[config.mk]
export PLATFORM = sky130hd
export DESIGN_NAME = tx_pin_ctrl
export DESIGN_NICKNAME = d
export VERILOG_FILES = /design/src/rtl/tx_pin_pkg.sv /design/src/rtl/pin_sync.sv /design/src/rtl/pin_qualify.sv /design/src/rtl/pa_gate_seq.sv /design/src/rtl/tx_pin_ctrl.sv
export SDC_FILE = /design/constraint.sdc
export NUM_CORES = 1
export LEC_CHECK = 0
export ABC_AREA = 1
export BUFFER_PORTS_ARGS = -buffer_cell sky130_fd_sc_hd__buf_2
export CORE_ASPECT_RATIO = 0.75
export CORE_UTILIZATION = 40
export DETAILED_ROUTE_END_ITERATION = 8
export MAX_ROUTING_LAYER = met4
export PLACE_DENSITY = 0.64
export RECOVER_POWER = 100
export SLEW_MARGIN = 15
export SYNTH_ARGS = -nofsm -noshare
export SYNTH_HDL_FRONTEND = slang
export SYNTH_HIERARCHICAL = 1
export SYNTH_SLANG_ARGS = --single-unit
[constraint.sdc]
create_clock -name clk -period 1.94 [get_ports clk]
set_input_delay 0.194 -clock clk [delete_from_list [all_inputs] [get_ports clk]]
set_output_delay 0.194 -clock clk [all_outputs]
set_load 0.02 [all_outputs]
[src/rtl/tx_pin_pkg.sv]
package tx_pin_pkg;
  typedef enum logic [1:0] {
    PA_IDLE = 2'd0,
    PA_ARM  = 2'd1,
    PA_ON   = 2'd2,
    PA_REL  = 2'd3
  } pa_state_e;

  localparam int PIN_GATE = 0;
  localparam int PIN_MOD  = 1;
  localparam int PIN_HOLD = 2;
  localparam int PIN_NUM  = 3;
endpackage

[src/rtl/pin_sync.sv]
module pin_sync #(
  parameter int WIDTH  = 3,
  parameter int STAGES = 2
) (
  input  logic             clk,
  input  logic             rst_n,
  input  logic [WIDTH-1:0] din,
  output logic [WIDTH-1:0] dout,
  output logic             valid
);
  logic [WIDTH-1:0] stg_q [STAGES];
  logic [WIDTH-1:0] stg_d [STAGES];
  logic [STAGES-1:0] fill_q, fill_d;

  always_comb begin
    stg_d[0] = din;
    for (int i = 1; i < STAGES; i++) stg_d[i] = stg_q[i-1];
    fill_d = {fill_q[STAGES-2:0], 1'b1};
  end

  always_ff @(posedge clk or negedge rst_n) begin
    if (!rst_n) begin
      for (int i = 0; i < STAGES; i++) stg_q[i] <= '0;
      fill_q <= '0;
    end else begin
      for (int i = 0; i < STAGES; i++) stg_q[i] <= stg_d[i];
      fill_q <= fill_d;
    end
  end

  assign dout  = stg_q[STAGES-1];
  assign valid = fill_q[STAGES-1];
endmodule

[src/rtl/pin_qualify.sv]
module pin_qualify
  import tx_pin_pkg::*;
(
  input  logic [PIN_NUM-1:0] pins_s,
  input  logic               pins_valid,
  input  logic               gate_active_high,
  input  logic               mod_active_high,
  input  logic               mod_force,
  input  logic               mod_on_hold_pin,
  input  logic               hold_active_high,
  input  logic               hold_force,
  output logic               gate_act,
  output logic               mod_eff,
  output logic               hold_eff
);
  logic mod_src;
  logic mod_pin_act;
  logic hold_pin_act;

  always_comb begin
    mod_src      = mod_on_hold_pin ? pins_s[PIN_HOLD] : pins_s[PIN_MOD];
    gate_act     = pins_valid & (pins_s[PIN_GATE] == gate_active_high);
    mod_pin_act  = pins_valid & (mod_src == mod_active_high);
    hold_pin_act = pins_valid & (pins_s[PIN_HOLD] == hold_active_high);
    mod_eff      = mod_force | mod_pin_act;
    hold_eff     = hold_force | hold_pin_act;
  end
endmodule

[src/rtl/pa_gate_seq.sv]
module pa_gate_seq
  import tx_pin_pkg::*;
#(
  parameter int ASSERT_DLY  = 4,
  parameter int RELEASE_DLY = 150
) (
  input  logic clk,
  input  logic rst_n,
  input  logic gate_act,
  input  logic power_en,
  output logic pa_gate_n
);
  localparam int CNT_MAX = (ASSERT_DLY > RELEASE_DLY) ? ASSERT_DLY : RELEASE_DLY;
  localparam int CW      = $clog2(CNT_MAX + 1);
  localparam logic [CW-1:0] ASSERT_LAST  = CW'(ASSERT_DLY - 1);
  localparam logic [CW-1:0] RELEASE_LAST = CW'(RELEASE_DLY - 1);

  pa_state_e     state_q, state_d;
  logic [CW-1:0] cnt_q, cnt_d;
  logic          cnt_en;

  always_comb begin
    state_d = state_q;
    cnt_d   = cnt_q;
    cnt_en  = 1'b0;
    if (!power_en) begin
      state_d = PA_IDLE;
      cnt_d   = '0;
      cnt_en  = 1'b1;
    end else begin
      unique case (state_q)
        PA_IDLE: if (gate_act) begin
          state_d = PA_ARM;
          cnt_d   = '0;
          cnt_en  = 1'b1;
        end
        PA_ARM: begin
          if (!gate_act) state_d = PA_IDLE;
          else if (cnt_q == ASSERT_LAST) state_d = PA_ON;
          else begin
            cnt_d  = cnt_q + 1'b1;
            cnt_en = 1'b1;
          end
        end
        PA_ON: if (!gate_act) begin
          state_d = PA_REL;
          cnt_d   = '0;
          cnt_en  = 1'b1;
        end
        PA_REL: begin
          if (gate_act) state_d = PA_ON;
          else if (cnt_q == RELEASE_LAST) state_d = PA_IDLE;
          else begin
            cnt_d  = cnt_q + 1'b1;
            cnt_en = 1'b1;
          end
        end
        default: state_d = PA_IDLE;
      endcase
    end
  end

  always_ff @(posedge clk or negedge rst_n) begin
    if (!rst_n) state_q <= PA_IDLE;
    else        state_q <= state_d;
  end

  always_ff @(posedge clk or negedge rst_n) begin
    if (!rst_n)      cnt_q <= '0;
    else if (cnt_en) cnt_q <= cnt_d;
  end

  assign pa_gate_n = !((state_q == PA_ON) || (state_q == PA_REL));

  assert_pa_off_unpowered_R10: assert property (@(posedge clk) disable iff (!rst_n)
    !power_en |=> pa_gate_n);
  assert_pa_on_needs_gate_R7: assert property (@(posedge clk) disable iff (!rst_n)
    $fell(pa_gate_n) |-> $past(gate_act));
  assert_pa_off_needs_drop_R8: assert property (@(posedge clk) disable iff (!rst_n)
    $rose(pa_gate_n) |-> (!$past(gate_act) || !$past(power_en)));
  assert_pa_hold_R9: assert property (@(posedge clk) disable iff (!rst_n)
    (!pa_gate_n && gate_act && power_en) |=> !pa_gate_n);
  assert_arm_count_bound_R7: assert property (@(posedge clk) disable iff (!rst_n)
    (state_q == PA_ARM) |-> (cnt_q <= ASSERT_LAST));
endmodule

[src/rtl/tx_pin_ctrl.sv]
module tx_pin_ctrl
  import tx_pin_pkg::*;
#(
  parameter int SYNC_STAGES = 2,
  parameter int ASSERT_DLY  = 4,
  parameter int RELEASE_DLY = 150
) (
  input  logic clk,
  input  logic rst_n,
  input  logic gate_pin,
  input  logic mod_pin,
  input  logic hold_pin,
  input  logic gate_active_high,
  input  logic mod_active_high,
  input  logic mod_force,
  input  logic mod_on_hold_pin,
  input  logic hold_active_high,
  input  logic hold_force,
  input  logic tx_power_en,
  output logic tx_gate_en,
  output logic mod_en_eff,
  output logic slice_hold_eff,
  output logic pa_gate_n
);
  logic [PIN_NUM-1:0] pins_raw;
  logic [PIN_NUM-1:0] pins_s;
  logic               pins_valid;
  logic               gate_act;

  always_comb begin
    pins_raw           = '0;
    pins_raw[PIN_GATE] = gate_pin;
    pins_raw[PIN_MOD]  = mod_pin;
    pins_raw[PIN_HOLD] = hold_pin;
  end

  pin_sync #(.WIDTH(PIN_NUM), .STAGES(SYNC_STAGES)) u_sync (
    .clk   (clk),
    .rst_n (rst_n),
    .din   (pins_raw),
    .dout  (pins_s),
    .valid (pins_valid)
  );

  pin_qualify u_qual (
    .pins_s           (pins_s),
    .pins_valid       (pins_valid),
    .gate_active_high (gate_active_high),
    .mod_active_high  (mod_active_high),
    .mod_force        (mod_force),
    .mod_on_hold_pin  (mod_on_hold_pin),
    .hold_active_high (hold_active_high),
    .hold_force       (hold_force),
    .gate_act         (gate_act),
    .mod_eff          (mod_en_eff),
    .hold_eff         (slice_hold_eff)
  );

  pa_gate_seq #(.ASSERT_DLY(ASSERT_DLY), .RELEASE_DLY(RELEASE_DLY)) u_pa (
    .clk       (clk),
    .rst_n     (rst_n),
    .gate_act  (gate_act),
    .power_en  (tx_power_en),
    .pa_gate_n (pa_gate_n)
  );

  assign tx_gate_en = gate_act;

  assert_force_mod_R4: assert property (@(posedge clk) disable iff (!rst_n)
    $past(mod_force) && mod_force |-> mod_en_eff);
  assert_pa_implies_gate_R7: assert property (@(posedge clk) disable iff (!rst_n)
    $fell(pa_gate_n) |-> tx_power_en);
endmodule

# Word-level counts from Yosys, hierarchy flattened
# Cells that the tools add are included.
# classes
add_sub_neg,1
n_eq_ne,16
mux,25
n_bitwise,5
reduce_logical,5
# op_table
op,n
$mux W8,7
$pmux W8 S4,1
$mux W2,7
$ne A3 B3 Y1 const B,4
$add A8 B1 Y8 const B,1
$eq A8 B2 Y1 const B,1
$eq A8 B8 Y1 const B,1
$mux W1,8
$pmux W2 S4,1
$reduce_and A7 Y1,1
$ne A3 B2 Y1 const B,2
$eq A2 B2 Y1 const B,2
$ne A4 B2 Y1 const B,1
$ne A4 B4 Y1 const B,1
$pmux W1 S4,1
$reduce_and A4 Y1,1
$and A1 B1 Y1,3
$eq A1 B1 Y1,3
$eq A2 B1 Y1 const B,1
$logic_not A2 Y1,1
$or A1 B1 Y1,2
$logic_not A1 Y1,1
$logic_or A1 B1 Y1,1
# totals
reg_bits,18
out_inout_bits,4

# Depth between registers and ports, before layout
# Gate-level depths: netlist (run 1).
# logic_depth
depth_word,6
ltp_mapped,10
mapped_depth_nobuf,10

# By module
# Netlist (run 1), hierarchy kept.
# modules_own_cells
mod,instances,cells_each,area_each_um2,seq_area_each_um2
pa_gate_seq,1,118,784.5,250.2
pin_sync,1,9,203.9,200.2
pin_qualify,1,20,86.3,0.0

# Worst setup path after synthesis (run 1)
# OpenSTA, ideal clock, no wires.
# synth_timing
path_kind,register to register
start,register u_sync.stg_q (netlist bit u_sync/dout[0])
end,register u_pa.cnt_q[6]
t_arrival_ps,1636
t_required_ps,1822
setup_slack_ps,186
path_stages_with_launch,9
synth_period_minus_slack_ps,1754
cell_sequence,dfrtp_1 inv_1 o21ai_1 a21oi_1 xnor2_1 a21oi_4 nand2_4 nand3_1 nand2_1
# synth_via
elab_chain_len,6
# synth_rtl
element,line_no,rtl
from (decl),pin_sync.sv:11,logic [WIDTH-1:0] stg_q [STAGES];
$eq A1 B1 Y1 (*),pin_qualify.sv:22,gate_act = pins_valid & (pins_s[PIN_GATE] == gate_active_high);
$and A1 B1 Y1 (*),pin_qualify.sv:22,
via tx_gate_en,tx_pin_ctrl.sv:20,"output logic tx_gate_en,"
"$mux W1, on equally long branches",--,
$pmux W1 S4,pa_gate_seq.sv:31,unique case (state_q)
$mux W1,pa_gate_seq.sv:26,if (!power_en) begin
$reduce_and A7 Y1 (no source line) (*),--,
to (signal assigned),pa_gate_seq.sv:70,else if (cnt_en) cnt_q <= cnt_d;
to (decl),pa_gate_seq.sv:19,"logic [CW-1:0] cnt_q, cnt_d;"
# The timed path passes the listed nets; every way through them passes the cells marked *.
# A chain may end at the register's enable or synchronous reset.

# Worst setup path in the final report (run 1)
# layout_timing
start,register u_sync.stg_q (netlist bit u_sync/dout[0])
end,register u_pa.cnt_q[7]
# layout_via
elab_chain_len,6
# layout_rtl
element,line_no
$eq A1 B1 Y1 (*),pin_qualify.sv:22
$and A1 B1 Y1 (*),pin_qualify.sv:22
"$mux W1, on equally long branches",--
$pmux W1 S4,pa_gate_seq.sv:31
$mux W1,pa_gate_seq.sv:26
$reduce_and A7 Y1 (no source line) (*),--
# Every way passes the cells marked *; elsewhere a longest branch is shown, timed or not.

==> summary.md, run 1 <==
| Metric | Value |
|---|---|
| Via count | `973` |
| Final period utilization | `86.78%` |
| Final TNS setup | `0 ns` |
| GR peak layer | `met1` |
| Clock Latency Late Sink | `0.28 ns` |
| Nature of the critical path startpoint | `flop` |
| Crit path arrival time | `1.86 ns` |
| CP max FO | `10` |
| Hold_buf cts | `1` |
| Chip height | `46.89 um` |
| Detailed placement HPWL | `1.818 mm` |
| Syn avg cell area | `7.311 um^2` |
| GRT Total Usage | `18.55%` |
| CTS resizes | `0` |
| Share of power burned in registers | `50.0%` |
| Largest net degree at the start of global routing | `19` |
| CTS tree | `built` |
| CTS clk-pin slew, worst paths | `0.10 ns` |
| Met2 Usage GRT | `25.81%` |
| Met3 usage | `2.204%` |
| Post-route DRC | `0` |
| Fmax | `594.0 MHz` |
| Remaining global-route overflow | `0` |
| Std cell rows | `15` |
| Status | `complete, no violations` |
| Core area | `0.002421 mm^2` |
| First-pass GRT wire length | `3.726 mm` |
| Fin Clk Skew | `0.002834 ns` |
| DP Worst Slack | `0.3107 ns` |
| Mapped Nets | `161` |
| Share of cells above drive strength 1 | `10.91%` |
| Slew Viols, Final | `0` |
| WP data required | `2.12 ns` |
| First drt pass iteration count | `4` |
| Net Sw Frac | `32.37%` |
| Final hold vios | `0` |
| Die span in x | `61.86 um` |
| Port Buffers | `15` |
| Logic pwr share | `24.1%` |
| Critical-path cell list | `inv_1 > o21ai_0 > a21oi_1 > xnor2_1 > a21oi_4 > nand2_4 > nand3_1 > nand2_1` |
| # Post-CTS Setup Buffers | `0` |
| Leakage | `0.0006077 uW` |
| Area of the mapped netlist | `0.001075 mm^2` |
| CP Class | `flop to flop` |
| Synth-to-Final Area Change | `13.39%` |
| Seq/Total Area, Yosys | `41.91%` |
| Pwr/cell area | `698.2 mW/mm^2` |
| Synth top area share | `41.91%` |
| Starting Density | `44.39%` |
| Nature of the critical path endpoint | `flop` |
| MaxCap Viol Count | `0` |
| Die area | `0.002900 mm^2` |
| Internal power consumption | `575.5 uW` |
| Post-synth cell types | `21` |
| CTS max path bufs | `2` |
| Diode count | `0` |
| Most area-consuming cells after synthesis | `dfrtp_1 (42%), nand2_1 (15%), nand3_1 (8.4%)` |
| Clock power share | `25.9%` |
| Root buffer cell | `clkbuf_4` |
| Initial antenna violation count | `0` |
| TritonCTS buffer count | `3` |
| Final setup violation count | `0` |
| Post-layout util | `50.34%` |
| DRT iter0 DRCs | `79` |
| Vias in the first global route | `825` |
| Post-detailed-route wirelength per cell | `11.34 um` |
| NumNets Final | `180` |
| Final ANT Viol Nets | `0` |
| RePlAce Congestion | `0.8776` |
| Hold Slack | `0.009513 ns` |
| Switch Pwr | `275.4 uW` |
| Most frequent cells in the layout | `nand2_1 (43), inv_1 (20), nand3_1 (18), dfrtp_1 (18), nor2_1 (15)` |
| Slew HR | `40.46%` |
| Met1 GRT Util | `28.62%` |
| Yosys warns | `6` |
| Max incr delay on CP | `0.37 ns` |
| CTS sink cnt | `18` |
| Post-layout min period | `1.684 ns` |
| Least-Margin Pin Slew | `0.8931 ns` |
| Worst min path class | `input pin to flop` |
| Final setup margin | `0.2564 ns` |
| Num ports | `16` |
| DRT Wirelength | `2.256 mm` |
| Post-Syn Instances | `147` |
| RSZ-0062 raised after global routing | `false` |
| #FFs+latches synth | `18` |
| Commonest non-fill, non-tap cell in the layout | `nand2_1` |
| Peak VDD IR | `349.4 uV` |
| Slowest CP cell | `dfrtp_1` |
| H-tree Lvls | `1` |
| Vias per cell | `4.889` |
| Cell taking the most area after synthesis | `dfrtp_1` |
## flip-flops by register name, summed over array words and instances (netlist names)
name and count:
u_sync/stg_d 3, u_pa/state_q 2, u_pa/cnt_q 8, u_sync/fill_q 2, u_sync/dout 3
## path summary, 6_finish.rpt
path / startpoint / slack (ns) / depth (start not counted) / end
hold / removal: hold_pin / 0.01 / 1 / u_sync/stg_d[2]$_DFF_PN0_
hold reg to reg: u_sync/stg_d[1]$_DFF_PN0_ / 0.36 / 0 / u_sync/dout[1]$_DFF_PN0_
max in group asynchronous: rst_n / 0.85 / 2 / u_pa/cnt_q[7]$_DFFE_PN0P_
min in group asynchronous: rst_n / 0.54 / 2 / u_sync/stg_d[0]$_DFF_PN0_
setup reg to reg: u_sync/dout[0]$_DFF_PN0_ / 0.26 / 8 / u_pa/cnt_q[7]$_DFFE_PN0P_
setup / recovery: u_sync/dout[0]$_DFF_PN0_ / 0.26 / 8 / u_pa/cnt_q[7]$_DFFE_PN0P_
## per-layer routing
layer | share of wire, % | vias up
met3 | 6.8 | 2
met1 | 52 | 437
met5 | 0 | -
li1 | - | 502
met2 | 40 | 32
met4 | 0.75 | 0
## worst max-delay path: cells and delay by family, from the launching register on
family | cells | cell delay [ns]
compound gates | 3 | 0.71
simple gates | 3 | 0.27
flops | 1 | 0.37
buf+inv | 1 | 0.07
xor+xnor | 1 | 0.17
## final cells by class
cell class                 count  area, um^2
fill                         235        1202
multi-input combinational    105       515.5
sequential                    18       450.4
timing repair buffer          18       98.84
inverter                      20       75.07
tap                           34       42.54
clock buffer                   4       36.28
## power by group through the flow
stage	Clock [uW]	Sequential (uW)	Combinational [uW]
floorplan	0	424	152
global placement	0	430	197
detailed placement	0	431	204
CTS	227	424	205
global route	242	427	234
finish	221	425	205
## cell usage after synthesis
library cell / count
nor2_1: 15
buf_6: 2
a21oi_4: 1
ha_1: 2
nor3_1: 2
dfrtp_1: 18
clkbuf_4: 1
o21ai_0: 3
o21ai_1: 2
clkbuf_1: 1
inv_1: 20
conb_1: 1
nand2_1: 43
a21oi_1: 2
o21bai_1: 1
nand4_1: 9
nand3_1: 18
nor2_2: 1
nor3b_1: 1
xnor2_1: 2
nand2_4: 2
## logic make-up after synthesis
kind of cell	share of synthesized area [%]
flops	41.91
compound gates	5.472
other cells	0.3489
buf+inv	10.13
xor+xnor	1.630
fa+ha+maj	2.328
simple gates	38.18
## stage by stage
| step | power (uW) | cell area [um^2] | cells |
|---|---|---|---|
| 6_report | 850.8 | 1219 | 199 |
| 2_1_floorplan | 575.9 | 1075 | 147 |
| 3_5_place_dp | 634.7 | 1159 | 192 |
| 3_3_place_gp | 627.3 | 1159 | 192 |
| 5_1_grt | 902.7 | 1219 | 199 |
| 4_1_cts | 855.7 | 1205 | 197 |
Power figures use the tool's default switching activity.
==> inputs of run 2 (changes only) <==
--- a/config.mk
+++ b/config.mk
@@ -7,7 +7,7 @@
 export LEC_CHECK = 0
 export ABC_AREA = 1
 export BUFFER_PORTS_ARGS = -buffer_cell sky130_fd_sc_hd__buf_2
-export CORE_ASPECT_RATIO = 0.75
+export CORE_ASPECT_RATIO = 0.5
 export CORE_UTILIZATION = 40
 export DETAILED_ROUTE_END_ITERATION = 8
 export MAX_ROUTING_LAYER = met4
==> run 2 against run 1 <==
Net effect:
- sequential power about the same
- sequential share of layout area stayed put
- first-iteration DRC count fell by 66%
- maximum frequency is 1.6% higher
==> summary.md, run 2 (synthesized netlist as in run 1, its figures left out) <==
| Metric | Value |
|---|---|
| First drt pass iteration count | `4` |
| Met2 WL post-DR | `1.004 mm` |
| Vias in the first global route | `799` |
| Clock Latency Late Sink | `0.25 ns` |
| Hold path cells | `1` |
| Most frequent cells in the layout | `nand2_1 (43), inv_1 (20), nand3_1 (18), dfrtp_1 (18), nor2_1 (15)` |
| Fin Clk Skew | `0.006254 ns` |
| GRT Total Usage | `16.76%` |
| Post-DP Area | `0.001160 mm^2` |
| DRT iter0 DRCs | `27` |
| Final setup violation count | `0` |
| Finished Cell Area | `0.001219 mm^2` |
| Starting Density | `45.31%` |
| Final period utilization | `85.38%` |
| RePlAce Congestion | `0.8633` |
| Final hold vios | `0` |
| Nature of the critical path startpoint | `flop` |
| Nature of the critical path endpoint | `flop` |
| CTS clk-pin slew, worst paths | `0.07 ns` |
| Sequential cell area | `450.4 um^2` |
| First-pass GRT wire length | `3.387 mm` |
| Detailed placement HPWL | `1.638 mm` |
| Port Buffers | `15` |
| Met1 wire length | `1.055 mm` |
| DRT Wirelength | `2.185 mm` |
| Slew Viols, Final | `0` |
| CTS max path bufs | `2` |
| Via count | `963` |
| CP Class | `flop to flop` |
| WP data required | `2.08 ns` |
| Footprint of the multi-input gates | `515.5 um^2` |
| Chip height | `38.66 um` |
| Root buffer cell | `clkbuf_8` |
| Post-route DRC | `0` |
| Leakage | `0.0006071 uW` |
| MaxCap Viol Count | `0` |
| Diode count | `0` |
| Max FFs per register | `8` |
| Crit path arrival time | `1.80 ns` |
| CP max FO | `10` |
| Die area | `0.002911 mm^2` |
| Most flops, register | `u_pa/cnt_q` |
| Core area | `0.002372 mm^2` |
| Post-layout min period | `1.656 ns` |
| TritonCTS buffer count | `3` |
| RSZ-0062 raised after global routing | `false` |
| Die span in x | `75.31 um` |
| Top sig layer | `met3` |
| Num ports | `16` |
| Final Total Pwr | `921.6 uW` |
| Synth-to-Final Area Change | `13.39%` |
| Status | `complete, no violations` |
| Remaining global-route overflow | `0` |
| NumNets Final | `178` |
| Max incr delay on CP | `0.36 ns` |
| Slew HR | `37.11%` |
| # Post-CTS Setup Buffers | `0` |
| Pwr/cell area | `756.2 mW/mm^2` |
| Worst-case reg-to-reg path depth | `8` |
| Final TNS setup | `0 ns` |
| Share of cells above drive strength 1 | `11.04%` |
| Worst min path class | `input pin to flop` |
| Critical-path cell list | `inv_1 > o21ai_0 > a21oi_1 > xnor2_1 > a21oi_4 > nand2_4 > nand3_1 > nand2_1` |
| H-tree Lvls | `1` |
| Met3 Wirelength | `125 um` |
| Commonest non-fill, non-tap cell in the layout | `nand2_1` |
| Std cell rows | `12` |
| Slowest CP cell | `dfrtp_1` |
| Initial antenna violation count | `0` |
| Vias per cell | `4.864` |
| CTS sink cnt | `18` |
| Peak VDD IR | `376.5 uV` |
| CTS tree | `built` |
| Fill cells | `253` |
| Largest net degree at the start of global routing | `19` |
| Least-Margin Pin Slew | `0.9433 ns` |
| Final ANT Viol Nets | `0` |
| Fmax | `603.7 MHz` |
| Post-detailed-route wirelength per cell | `11.04 um` |
-- run 2: changes by cell type in the layout (fill, tap and decap cells not counted), sizes merged --
cell and change:
dlygate4sd3 -2
-- run 2: area by class of cell --
| cell class | count | share of cell area, % |
|---|---|---|
| tap | 35 | 3.593 |
| clock buffer | 4 | 4.517 |
| multi-input combinational | 105 | 42.30 |
| timing repair buffer | 16 | 6.468 |
| inverter | 20 | 6.160 |
| sequential | 18 | 36.96 |
-- run 2: repair_timing --
item,4_1_cts,5_1_grt
resized for setup,0,0
hold endpoints to repair,18,0
hold buffers,1,0
-- run 2: through the flow --
stage	hold WS, ns	util [%]	std cells	setup WS (ns)
final	0.04975	51.37	198	0.2837
after global routing	0.04513	51.37	198	0.1183
after CTS	0.04271	51.64	198	0.3188
after detailed placement	0.1495	48.89	193	0.3331
after global placement	0.1382	48.89	193	0.3511
after floorplan	-0.1016	-	147	0.1857
-- run 2: path summary, 6_finish.rpt --
| kind | endpoint | slack (ns) | from |
|---|---|---|---|
| setup / recovery | u_pa/cnt_q[4]$_DFFE_PN0P_ | 0.28 | u_sync/dout[0]$_DFF_PN0_ |
| hold / removal | u_sync/stg_d[1]$_DFF_PN0_ | 0.05 | mod_pin |
| setup reg to reg | u_pa/cnt_q[4]$_DFFE_PN0P_ | 0.28 | u_sync/dout[0]$_DFF_PN0_ |
| hold reg to reg | u_sync/dout[1]$_DFF_PN0_ | 0.35 | u_sync/stg_d[1]$_DFF_PN0_ |
| max in group asynchronous | u_sync/stg_d[0]$_DFF_PN0_ | 0.76 | rst_n |
| min in group asynchronous | u_pa/cnt_q[1]$_DFFE_PN0P_ | 0.60 | rst_n |
-- run 2: worst max-delay path, delay by kind of cell, from the launching register on --
family	cells	cell delay (ns)
compound gates	3	0.70
flops	1	0.36
simple gates	3	0.27
xor+xnor	1	0.17
buf+inv	1	0.06
-- run 2: report_power, final --
part	switching [uW]	total, uW	internal [uW]	leakage (uW)
registers	26.4	425	398	0.000232
clock network	117	297	180	0.0000288
logic	139	200	61.1	0.000347
total	282	922	639	0.000607
-- run 2: per-layer routing --
metal,global-route usage (%),up-vias
met1,18.94,443
met2,30.13,21
met3,4.688,0
li1,-,499
met4,4.167,0
met5,-,-
==> inputs of run 3 (changes only) <==
--- a/config.mk
+++ b/config.mk
@@ -9,9 +9,10 @@
 export BUFFER_PORTS_ARGS = -buffer_cell sky130_fd_sc_hd__buf_2
 export CORE_ASPECT_RATIO = 0.5
 export CORE_UTILIZATION = 40
+export CTS_BUF_LIST = sky130_fd_sc_hd__clkbuf_8
 export DETAILED_ROUTE_END_ITERATION = 8
 export MAX_ROUTING_LAYER = met4
-export PLACE_DENSITY = 0.64
+export PLACE_DENSITY = 0.67
 export RECOVER_POWER = 100
 export SLEW_MARGIN = 15
 export SYNTH_ARGS = -nofsm -noshare
==> constraint.sdc (replaced) <==
create_clock -name clk -period 1.4 [get_ports clk]
set_input_delay 0.14 -clock clk [delete_from_list [all_inputs] [get_ports clk]]
set_output_delay 0.14 -clock clk [all_outputs]
set_load 0.02 [all_outputs]
==> run 3 against run 2 <==
Net effect:
- the flow now finishes with violations (setup timing)
- core utilization up 12 points
- die area unchanged
- clock-buffer cell count stayed put
- cell count up 10%
- design area is 23% higher
- worst hold slack gained 0.25 ns
- sequential power is 39% higher
- via count up 12%
- clock skew is 0.0015 ns lower
- highest routed layer is now met4
==> summary.md, run 3 (synthesized netlist as in run 1, its figures left out) <==
| Metric | Value |
|---|---|
| Status | `finished with violations` |
| Failing checks | `setup timing` |
| Largest net degree at the start of global routing | `19` |
| CTS clk-pin slew, worst paths | `0.07 ns` |
| CTS max path bufs | `2` |
| Peak VDD IR | `442.5 uV` |
| Share of cells above drive strength 1 | `32.79%` |
| Vias in the first global route | `874` |
| Core area | `0.002372 mm^2` |
| Most frequent cells in the layout | `nand2_1 (37), inv_1 (18), dfrtp_1 (18), nand3_1 (15), nor2_1 (13)` |
| Internal power consumption | `1010 uW` |
| Clock Latency Late Sink | `0.25 ns` |
| Post-Layout Cell Count | `218` |
| Worst min path class | `input pin to flop` |
| Most flops, register | `u_pa/cnt_q` |
| MaxCap Viol Count | `0` |
| Commonest non-fill, non-tap cell in the layout | `nand2_1` |
| Logic pwr share | `32.4%` |
| TritonCTS buffer count | `3` |
| Net Sw Frac | `31.49%` |
| WP data required | `1.59 ns` |
| DRT iter0 DRCs | `70` |
| CP Class | `flop to flop` |
| Die span in x | `75.31 um` |
| Post-layout min period | `1.452 ns` |
| RSZ-0062 raised after global routing | `true` |
| Final ANT Viol Nets | `0` |
| Sequential cell area | `450.4 um^2` |
| Std cell rows | `12` |
| Leakage | `0.0007286 uW` |
| First-pass GRT wire length | `3.912 mm` |
| Final hold vios | `0` |
| Fill cells | `198` |
| DP Worst Slack | `-0.06379 ns` |
| NumNets Final | `198` |
| Synth-to-Final Area Change | `39.35%` |
| Port Buffers | `15` |
| Pwr/cell area | `984.7 mW/mm^2` |
| Post-detailed-route wirelength per cell | `12.37 um` |
| Final period utilization | `103.7%` |
| Root buffer cell | `clkbuf_8` |
| Vias per cell | `4.959` |
| Max FFs per register | `8` |
| Share of power burned in registers | `40.0%` |
| CTS tree | `built` |
| Switch Pwr | `464.3 uW` |
| Starting Density | `45.31%` |
| Via count | `1,081` |
| First drt pass iteration count | `5` |
| Final TNS setup | `-0.1238 ns` |
| Final setup margin | `-0.05228 ns` |
| H-tree Lvls | `1` |
| Clock power share | `27.6%` |
| Remaining global-route overflow | `0` |
| Least-Margin Pin Slew | `0.9190 ns` |
| Slew Viols, Final | `0` |
| DRT Wirelength | `2.696 mm` |
| CP max FO | `5` |
| RePlAce Congestion | `0.8840` |
| Nature of the critical path endpoint | `flop` |
| Nature of the critical path startpoint | `flop` |
| Fmax | `688.6 MHz` |
| Initial antenna violation count | `0` |
| Post-route DRC | `0` |
| Post-placement cell count | `201` |
| CTS sink cnt | `18` |
| Die area | `0.002911 mm^2` |
| Diode count | `0` |
| Fin Clk Skew | `0.004755 ns` |
| Chip height | `38.66 um` |
| Num ports | `16` |
| Detailed placement HPWL | `1.703 mm` |
| Final setup violation count | `6` |
| GRT Total Usage | `19.45%` |
| Slew HR | `38.74%` |
| Footprint of the multi-input gates | `611.8 um^2` |
| Crit path arrival time | `1.64 ns` |
-- run 3: cell types whose count changed in the layout (fill, tap and decap cells not counted), moves of 3 or more --
| cell | delta |
|---|---|
| buf_4 | +10 |
| buf_6 | +7 |
| clkbuf_1 | -3 |
| dlygate4sd3_1 | +3 |
| nand2_1 | -6 |
| nand2_2 | +6 |
| nand3_1 | -3 |
| nand3_2 | +3 |
| o21ai_0 | -3 |
-- run 3: final cells by class --
cell class / count / area share, %
multi-input combinational: 106 / 40.85
clock buffer: 4 / 3.676
sequential: 18 / 30.08
inverter: 20 / 5.013
tap: 35 / 2.924
timing repair buffer: 35 / 17.46
-- run 3: worst max-delay path, cell delays in order, from the launching register on --
cell	delay, ns
dfrtp_1	0.42
ha_2	0.22
nand2_2	0.07
nor2_2	0.05
a21oi_4	0.25
buf_6	0.16
nand4_1	0.11
nand2_1	0.10
-- run 3: path summary, 6_finish.rpt --
| check | slack (ns) | end | cells past startpoint | from |
|---|---|---|---|---|
| worst max register to register | -0.05 | u_pa/cnt_q[2]$_DFFE_PN0P_ | 7 | u_pa/cnt_q[0]$_DFFE_PN0P_ |
| worst max-delay path | -0.05 | u_pa/cnt_q[2]$_DFFE_PN0P_ | 7 | u_pa/cnt_q[0]$_DFFE_PN0P_ |
| min in group asynchronous | 0.54 | u_pa/cnt_q[3]$_DFFE_PN0P_ | 2 | rst_n |
| worst min register to register | 0.35 | u_sync/dout[1]$_DFF_PN0_ | 0 | u_sync/stg_d[1]$_DFF_PN0_ |
| max in group asynchronous | 0.29 | u_sync/fill_q[0]$_DFF_PN0_ | 2 | rst_n |
| worst min-delay path | 0.30 | u_pa/cnt_q[3]$_DFFE_PN0P_ | 3 | tx_power_en |
-- run 3: per-layer routing --
metal / wire length, um / up-vias / GRT usage (%)
met5: 0 / - / -
met4: 15 / 0 / 2.778
met3: 190 / 3 / 5.469
met2: 1297 / 50 / 32.81
met1: 1193 / 489 / 24.27
li1: - / 539 / -
-- run 3: power groups by stage --
stage	sequential (uW)	clock [uW]	combinational, uW
after CTS	587	419	390
after detailed placement	598	0	332
after floorplan	590	0	223
after global routing	593	449	518
after global placement	595	0	324
final	590	407	478
-- run 3: timing repair --
action                                  CTS  global route
buffers inserted                          6             3
hold endpoints to repair                 21             0
endpoints found under the setup margin    8            11
cloned                                    0             1
hold buffers                              4             0
pin swaps                                 2             5
resized for setup                         3            26
-- run 3: per-stage QoR --
step | hold WS (ns) | power (uW) | util (%) | cell area, um^2
after global placement | 0.08588 | 919.5 | 52.37 | 1242
after detailed placement | 0.08439 | 929.8 | 52.37 | 1242
after CTS | 0.2764 | 1397 | 58.33 | 1384
after floorplan | -0.1556 | 813.0 | - | 1097
after global routing | 0.2982 | 1559 | 63.13 | 1498
final | 0.3016 | 1475 | 63.13 | 1498
